`src/rtl/uart_cmd_pkg.sv`:
```
package uart_cmd_pkg;

  localparam int CODE_W     = 4;
  localparam int NUM_PULSES = 11;

  typedef logic [CODE_W-1:0]     cmd_code_t;
  typedef logic [NUM_PULSES-1:0] pulse_vec_t;

  // Command codes; values are fixed by software.
  localparam cmd_code_t CMD_NONE      = 4'h0;
  localparam cmd_code_t CMD_PTR_RST   = 4'h1;
  localparam cmd_code_t CMD_RX_RST    = 4'h2;
  localparam cmd_code_t CMD_TX_RST    = 4'h3;
  localparam cmd_code_t CMD_ERR_CLR   = 4'h4;
  localparam cmd_code_t CMD_BRKI_CLR  = 4'h5;
  localparam cmd_code_t CMD_BRK_START = 4'h6;
  localparam cmd_code_t CMD_BRK_STOP  = 4'h7;
  localparam cmd_code_t CMD_RTS_ON    = 4'h8;
  localparam cmd_code_t CMD_RTS_OFF   = 4'h9;
  localparam cmd_code_t CMD_TMO_ON    = 4'hA;
  localparam cmd_code_t CMD_TMO_OFF   = 4'hC;

  // Pulse vector bit positions
  localparam int P_PTR_RST   = 0;
  localparam int P_RX_RST    = 1;
  localparam int P_TX_RST    = 2;
  localparam int P_ERR_CLR   = 3;
  localparam int P_BRKI_CLR  = 4;
  localparam int P_BRK_START = 5;
  localparam int P_BRK_STOP  = 6;
  localparam int P_RTS_ON    = 7;
  localparam int P_RTS_OFF   = 8;
  localparam int P_TMO_ON    = 9;
  localparam int P_TMO_OFF   = 10;

  function automatic pulse_vec_t decode_cmd(input cmd_code_t code);
    pulse_vec_t v;
    v = '0;
    case (code)
      CMD_PTR_RST:   v[P_PTR_RST]   = 1'b1;
      CMD_RX_RST:    v[P_RX_RST]    = 1'b1;
      CMD_TX_RST:    v[P_TX_RST]    = 1'b1;
      CMD_ERR_CLR:   v[P_ERR_CLR]   = 1'b1;
      CMD_BRKI_CLR:  v[P_BRKI_CLR]  = 1'b1;
      CMD_BRK_START: v[P_BRK_START] = 1'b1;
      CMD_BRK_STOP:  v[P_BRK_STOP]  = 1'b1;
      CMD_RTS_ON:    v[P_RTS_ON]    = 1'b1;
      CMD_RTS_OFF:   v[P_RTS_OFF]   = 1'b1;
      CMD_TMO_ON:    v[P_TMO_ON]    = 1'b1;
      CMD_TMO_OFF:   v[P_TMO_OFF]   = 1'b1;
      default:       v = '0;
    endcase
    return v;
  endfunction

endpackage

```
`src/rtl/uart_cmd_spacer.sv`:
```
// Enforces the minimum reference-edge gap between command writes.
module uart_cmd_spacer #(
  parameter int MIN_EDGES = 3
) (
  input  logic clk_i,
  input  logic rst_ni,
  input  logic tick_i,
  input  logic wr_i,
  output logic accept_o,
  output logic viol_o
);

  localparam int CNT_W = (MIN_EDGES < 1) ? 1 : $clog2(MIN_EDGES + 1);
  localparam logic [CNT_W-1:0] CNT_FULL = CNT_W'(MIN_EDGES);

  logic [CNT_W-1:0] cnt_q, cnt_d;
  logic             viol_q, viol_d;
  logic             ready;
  logic             cnt_en;

  assign ready    = (cnt_q >= CNT_FULL);
  assign accept_o = wr_i & ready;
  assign viol_o   = viol_q;

  always_comb begin
    cnt_en = accept_o | (tick_i & ~ready);
    cnt_d  = cnt_q;
    if (accept_o) begin
      cnt_d = '0;
    end else if (tick_i && !ready) begin
      cnt_d = cnt_q + CNT_W'(1);
    end
    viol_d = viol_q | (wr_i & ~ready);
  end

  always_ff @(posedge clk_i or negedge rst_ni) begin
    if (!rst_ni) begin
      cnt_q <= CNT_FULL;
    end else if (cnt_en) begin
      cnt_q <= cnt_d;
    end
  end

  always_ff @(posedge clk_i or negedge rst_ni) begin
    if (!rst_ni) begin
      viol_q <= 1'b0;
    end else begin
      viol_q <= viol_d;
    end
  end

endmodule

```
`src/rtl/uart_cmd_decoder.sv`:
```
// Turns accepted command codes into registered pulses and held levels.
module uart_cmd_decoder
  import uart_cmd_pkg::*;
(
  input  logic       clk_i,
  input  logic       rst_ni,
  input  logic       accept_i,
  input  cmd_code_t  code_i,
  output pulse_vec_t pulse_o,
  output logic       rtsn_o,
  output logic       tmo_o
);

  pulse_vec_t dec;
  pulse_vec_t pulse_q, pulse_d;
  logic       rtsn_q, rtsn_d;
  logic       tmo_q, tmo_d;
  logic       lvl_en;

  always_comb begin
    dec     = decode_cmd(code_i);
    pulse_d = accept_i ? dec : '0;
    lvl_en  = accept_i;
    rtsn_d  = rtsn_q;
    tmo_d   = tmo_q;
    if (dec[P_RTS_ON])  rtsn_d = 1'b0;
    if (dec[P_RTS_OFF]) rtsn_d = 1'b1;
    if (dec[P_TMO_ON])  tmo_d  = 1'b1;
    if (dec[P_TMO_OFF]) tmo_d  = 1'b0;
  end

  always_ff @(posedge clk_i or negedge rst_ni) begin
    if (!rst_ni) begin
      pulse_q <= '0;
    end else begin
      pulse_q <= pulse_d;
    end
  end

  always_ff @(posedge clk_i or negedge rst_ni) begin
    if (!rst_ni) begin
      rtsn_q <= 1'b1;
      tmo_q  <= 1'b0;
    end else if (lvl_en) begin
      rtsn_q <= rtsn_d;
      tmo_q  <= tmo_d;
    end
  end

  assign pulse_o = pulse_q;
  assign rtsn_o  = rtsn_q;
  assign tmo_o   = tmo_q;

endmodule

```
`src/rtl/uart_mr_pointer.sv`:
```
// Two-entry mode-register pointer: advances on first access, reset by command.
module uart_mr_pointer (
  input  logic clk_i,
  input  logic rst_ni,
  input  logic mode_acc_i,
  input  logic ptr_rst_i,
  output logic ptr_o
);

  logic ptr_q, ptr_d, ptr_en;

  always_comb begin
    ptr_en = ptr_rst_i | (mode_acc_i & ~ptr_q);
    ptr_d  = ptr_q;
    if (ptr_rst_i) begin
      ptr_d = 1'b0;
    end else if (mode_acc_i) begin
      ptr_d = 1'b1;
    end
  end

  always_ff @(posedge clk_i or negedge rst_ni) begin
    if (!rst_ni) begin
      ptr_q <= 1'b0;
    end else if (ptr_en) begin
      ptr_q <= ptr_d;
    end
  end

  assign ptr_o = ptr_q;

endmodule

```
`src/rtl/uart_cmd_front.sv`:
```
module uart_cmd_front
  import uart_cmd_pkg::*;
#(
  parameter int          MIN_EDGES = 3,
  parameter int          SEL_W     = 2,
  parameter logic [1:0]  SEL_MODE  = 2'd0,
  parameter logic [1:0]  SEL_CMD   = 2'd2
) (
  input  logic                  clk_i,
  input  logic                  rst_ni,
  input  logic                  ref_tick_i,
  input  logic                  acc_valid_i,
  input  logic                  acc_write_i,
  input  logic [SEL_W-1:0]      acc_sel_i,
  input  logic [CODE_W-1:0]     acc_cmd_i,
  output logic                  mode_ptr_o,
  output logic [NUM_PULSES-1:0] cmd_pulse_o,
  output logic                  rtsn_o,
  output logic                  tmo_mode_o,
  output logic                  spacing_viol_o
);

  logic cmd_wr;
  logic mode_acc;
  logic cmd_accept;
  logic ptr_rst;

  assign cmd_wr   = acc_valid_i & acc_write_i & (acc_sel_i == SEL_W'(SEL_CMD));
  assign mode_acc = acc_valid_i & (acc_sel_i == SEL_W'(SEL_MODE));
  assign ptr_rst  = cmd_accept & (acc_cmd_i == CMD_PTR_RST);

  uart_cmd_spacer #(
    .MIN_EDGES (MIN_EDGES)
  ) spacer_i (
    .clk_i    (clk_i),
    .rst_ni   (rst_ni),
    .tick_i   (ref_tick_i),
    .wr_i     (cmd_wr),
    .accept_o (cmd_accept),
    .viol_o   (spacing_viol_o)
  );

  uart_cmd_decoder decoder_i (
    .clk_i    (clk_i),
    .rst_ni   (rst_ni),
    .accept_i (cmd_accept),
    .code_i   (acc_cmd_i),
    .pulse_o  (cmd_pulse_o),
    .rtsn_o   (rtsn_o),
    .tmo_o    (tmo_mode_o)
  );

  uart_mr_pointer pointer_i (
    .clk_i      (clk_i),
    .rst_ni     (rst_ni),
    .mode_acc_i (mode_acc),
    .ptr_rst_i  (ptr_rst),
    .ptr_o      (mode_ptr_o)
  );

endmodule

```
`config.mk`:
```
export PLATFORM = sky130hd
export DESIGN_NAME = uart_cmd_front
export DESIGN_NICKNAME = d
export VERILOG_FILES = /design/src/rtl/uart_cmd_pkg.sv /design/src/rtl/uart_cmd_spacer.sv /design/src/rtl/uart_cmd_decoder.sv /design/src/rtl/uart_mr_pointer.sv /design/src/rtl/uart_cmd_front.sv
export SDC_FILE = /design/constraint.sdc
export NUM_CORES = 1
export LEC_CHECK = 0
export BUFFER_PORTS_ARGS = -buffer_cell sky130_fd_sc_hd__buf_2
export CAP_MARGIN = 20
export CELL_PAD_IN_SITES_DETAIL_PLACEMENT = 1
export CELL_PAD_IN_SITES_GLOBAL_PLACEMENT = 1
export CORE_MARGIN = 4
export CORE_UTILIZATION = 35
export CTS_CLUSTER_SIZE = 28
export DETAILED_ROUTE_END_ITERATION = 8
export PLACE_DENSITY_LB_ADDON = 0.1
export SLEW_MARGIN = 5
export SYNTH_ARGS = -nofsm -noshare
export SYNTH_HDL_FRONTEND = slang
export SYNTH_SLANG_ARGS = --single-unit
```
`constraint.sdc`:
```
create_clock -name clk_i -period 2.2 [get_ports clk_i]
set_input_delay 0.33 -clock clk_i [delete_from_list [all_inputs] [get_ports clk_i]]
set_output_delay 0.33 -clock clk_i [all_outputs]
set_load 0.02 [all_outputs]
```
==> qor.log <==
INFO  layout         final_core_util=0.454
INFO  die            die_width=53.0µm
INFO  critical_path  critical_path_arrival=1.93ns
INFO  clock_network  htree_levels=1
INFO  critical_path  r2r_cells=4
INFO  logic_synthesis syn_area_per_cell=11.8µm²
INFO  placed_design  dpl_cell_area=845µm²
INFO  global_route   grtUsageTotal=0.133
INFO  layout         post_layout_nets=99
INFO  critical_path  max_stage_delay=0.57ns
INFO  placed_design  dp_hpwl=1180µm
INFO  layout         multi_input_area=253µm²
INFO  layout         area.sequential=429µm²
INFO  critical_path  worst_ep_required_time=2.43ns
INFO  pwr            totalPowerFinal=0.000681W
INFO  timing         finalClockSkew=0.00232ns
INFO  routing        antenna_viol_nets_final=0
INFO  global_route   number_of_antenna_violations_at_the_first_check_in_global_routing=0
INFO  global_route   first_pass_grt_wire_length=2660µm
INFO  critical_path  path_class=flip-flop to flip-flop
INFO  die            coreArea=0.00194mm²
INFO  routing        drt_pre_antenna_iters=4
INFO  timing         finalWorstSetupSlack=0.497ns
INFO  layout         fillerInstances=240
INFO  logic_synthesis net_count_of_the_mapped_netlist=72
INFO  routing        m1WireLength=644µm
INFO  timing         number_of_hold_violations_in_the_final_report=0
INFO  routing        route.met2.wl=799µm
INFO  global_route   grt_max_degree=18
INFO  global_route   gr-total-overflow=0
INFO  routing        detailroute.wirelength.met3=83µm
INFO  routing        num_vias=556
INFO  critical_path  reg_to_reg_critical_path_startpoint=spacer_i.cnt_q[0]$_DFFE_PN1P_
INFO  logic_synthesis ys_seq_elements=17
INFO  die            initial_core_util=0.365
INFO  timing         timing_worst_slew_pin_value=0.389ns
INFO  logic_synthesis synth_enable_flop_cells=0
INFO  pwr            switching_share=0.287
INFO  clock_network  clock_tree_from_tritoncts=done
INFO  pwr            logic_gate_share_of_total_power=0.212
INFO  critical_path  crit_chain=ha_1, nand3b_1, or4b_1, nand3_1
INFO  routing        top_layer_used=met4
INFO  routing        routed_wirelength=1550µm
INFO  critical_path  crit_path_start=spacer_i.cnt_q[0]$_DFFE_PN1P_
INFO  placed_design  post-place-ws=0.516ns
INFO  layout         layout-area-overhead-vs-synth=24.6%
INFO  layout         num_antenna_cells=0
INFO  logic_synthesis netlist_instances=60
INFO  die            design.die.area=0.00281mm²
INFO  timing         max_freq=0.587GHz
INFO  routing        drt-wirelength-per-cell=13.7µm
INFO  job            max_cap_viol_count=0
INFO  run_status     status=finished, final reports clean
INFO  die            io-pin-count=26
INFO  layout         layout-drive-gt1-share=0.419
INFO  pwr            internal_power=0.000486W
INFO  clock_network  numCtsBuffers=3
INFO  timing         finalSetupTns=0ns
INFO  pwr            clockPowerShare=0.243
INFO  timing         max_slew_margin=0.741
INFO  timing         layout_min_cycle_time=1.70ns
INFO  logic_synthesis synth_seq_area_share=0.606
INFO  clock_network  cts_setup_buffers=0
INFO  pwr            power-per-cell-area=772mW/mm²
INFO  clock_network  worstSkewPairLatency=0.29ns
INFO  logic_synthesis ys_async_sr_fraction=1.00
INFO  timing         drv_slew=0
INFO  critical_path  path_delay_family=simple AND/OR/NAND/NOR gates
INFO  logic_synthesis yosys_warnings=0
INFO  die            die_h=53.0µm
INFO  routing        drc_errors=0
INFO  min_path       hold_path.class=input pin to flip-flop
INFO  global_route   number_of_global_route_vias_before_repair=600
INFO  critical_path  start_kind=flip-flop
INFO  timing         report.final.setup_viol=0
INFO  pwr            irDropWorstVdd=432µV
INFO  pwr            power.net_switching=0.000196W
INFO  critical_path  crit_fanout=10
INFO  timing         grt_setup_unrepaired=no
INFO  die            fp-row-count=16
INFO  critical_path  r2r-end=decoder_i.tmo_o$_DFFE_PN0P_
INFO  critical_path  setup.worst_path.end=decoder_i.tmo_o$_DFFE_PN0P_
INFO  clock_network  clock_tree.root_cell=clkbuf_4
INFO  timing         layout_worst_path_cycle_share=0.774
INFO  placed_design  port_buffers=25
INFO  critical_path  kind_of_end_point_of_the_critical_path=flip-flop
INFO  clock_network  clock_path_buffers=2
INFO  pwr            pwr-share-seq=0.545
INFO  clock_network  path_clk_slew=0.10ns
INFO  routing        post_drt_via_cell_ratio=4.92
INFO  pwr            leakage_power=0.414nW
INFO  critical_path  library_cell_contributing_the_largest_single_delay_on_the_critical_path=dfstp_2
INFO  placed_design  gp_routability_congestion=0.703
INFO  critical_path  worstPathBufferInverterCount=0
INFO  logic_synthesis ys.flop_type=dfrtp_1
INFO  critical_path  rrSetupSlack=0.50ns
INFO  clock_network  cts_num_sinks=17
INFO  layout         fin_area=882µm²
INFO  logic_synthesis synth.lib_cells_used.distinct=26
INFO  routing        detail_route.iter0.violations=4
INFO  critical_path  crit_cells=4
INFO  logic_synthesis syn-cell-area=708µm²
[cells in the final DEF (no fill, tap or decap)]
master	synthesis	routed
buf_2	2	25
clkinv_2	0	1
nand3_1	3	3
or4b_1	1	1
nand3_2	1	1
o21ai_0	3	3
mux2_2	2	2
xnor2_1	1	1
inv_1	1	1
dfstp_2	3	3
and4b_2	1	1
nor3b_1	2	2
clkbuf_4	0	3
o32a_1	1	1
nand2_1	3	3
nor4_1	1	1
nor3_1	5	5
nor2_1	5	5
dlygate4sd3_1	0	1
mux2i_1	1	1
dfrtp_1	14	14
nand2b_1	2	2
ha_1	1	1
nand4b_1	2	2
nand4_1	1	1
o21bai_1	1	1
nand3b_1	1	1
[repair_timing]
action	CTS	global route
hold endpoints to repair	14	0
hold buffers	1	0
resized for setup	0	0
setup endpoints to repair	0	0
[per-stage QoR]
stage	hold slack [ns]	cells
6_report	0.288	113
5_1_grt	0.300	113
4_1_cts	0.280	113
3_5_place_dp	0.269	108
3_3_place_gp	0.271	108
2_1_floorplan	0.0344	60
[per-layer routing]
| metal | vias to the layer above | GRT usage |
|---|---|---|
| li1 | 262 | - |
| met1 | 274 | 0.158 |
| met2 | 18 | 0.219 |
| met3 | 2 | 0.0310 |
| met4 | 0 | 0.0766 |
| met5 | - | 0 |
[synthesized netlist by cell type, types with 2 or more instances]
cell type / instances / area share
dfrtp_1: 14 / 0.49
nor2_1: 5 / 0.027
nor3_1: 5 / 0.035
dfstp_2: 3 / 0.11
nand2_1: 3 / 0.016
nand3_1: 3 / 0.021
o21ai_0: 3 / 0.021
buf_2: 2 / 0.014
mux2_2: 2 / 0.032
nand2b_1: 2 / 0.018
nand4b_1: 2 / 0.025
nor3b_1: 2 / 0.021
[power by group through the flow]
stage	Clock (W)	Sequential, W	Combinational, W
after floorplan	0	0.000383	0.0000943
after global placement	0	0.000375	0.000138
after detailed placement	0	0.000379	0.000147
after CTS	0.000172	0.000373	0.000149
after global routing	0.000188	0.000377	0.000168
final	0.000165	0.000372	0.000144
[worst min-delay path, cell delays in order]
cell     delay [ns]
buf_2          0.13
nand2_1        0.06
nor4_1         0.04
[cell families (layout without fill, tap and decap cells)]
family	Yosys count	in the layout	share of synthesized area
buf+inv	5	31	0.0371
mux	3	3	0.0459
flops	17	17	0.606
compound gates	5	5	0.0459
simple gates	28	28	0.235
xor+xnor	1	1	0.0124
fa+ha+maj	1	1	0.0177
[how the worst min path moves through the flow]
stage | cells after the start | from | slack, ns | end
2_1_floorplan | 0 | rst_ni | 0.03 | decoder_i.pulse_o[0]$_DFF_PN0_
3_3_place_gp | 1 | rst_ni | 0.27 | decoder_i.pulse_o[6]$_DFF_PN0_
3_5_place_dp | 1 | rst_ni | 0.27 | decoder_i.pulse_o[5]$_DFF_PN0_
4_1_cts | 3 | acc_cmd_i[2] | 0.28 | decoder_i.pulse_o[10]$_DFF_PN0_
5_1_grt | 3 | acc_cmd_i[2] | 0.30 | decoder_i.pulse_o[10]$_DFF_PN0_
6_report | 3 | acc_cmd_i[2] | 0.29 | decoder_i.pulse_o[10]$_DFF_PN0_
[flip-flops by register name, summed over array words and instances (netlist names)]
| signal | flops |
|---|---|
| decoder_i.pulse_o | 11 |
| spacer_i.cnt_q | 2 |
| decoder_i.rtsn_o | 1 |
| decoder_i.tmo_o | 1 |
| pointer_i.ptr_o | 1 |
| spacer_i.viol_o | 1 |
[layout make-up]
type,count,share of cell area
well taps,27,0.0383
repair buffers,26,0.153
clock buffers,3,0.0255
clock inverters,1,0.00567
flip-flops and latches,17,0.487
multi-input cells,38,0.287
inverters,1,0.00426
(Power assumes the default switching activity.)
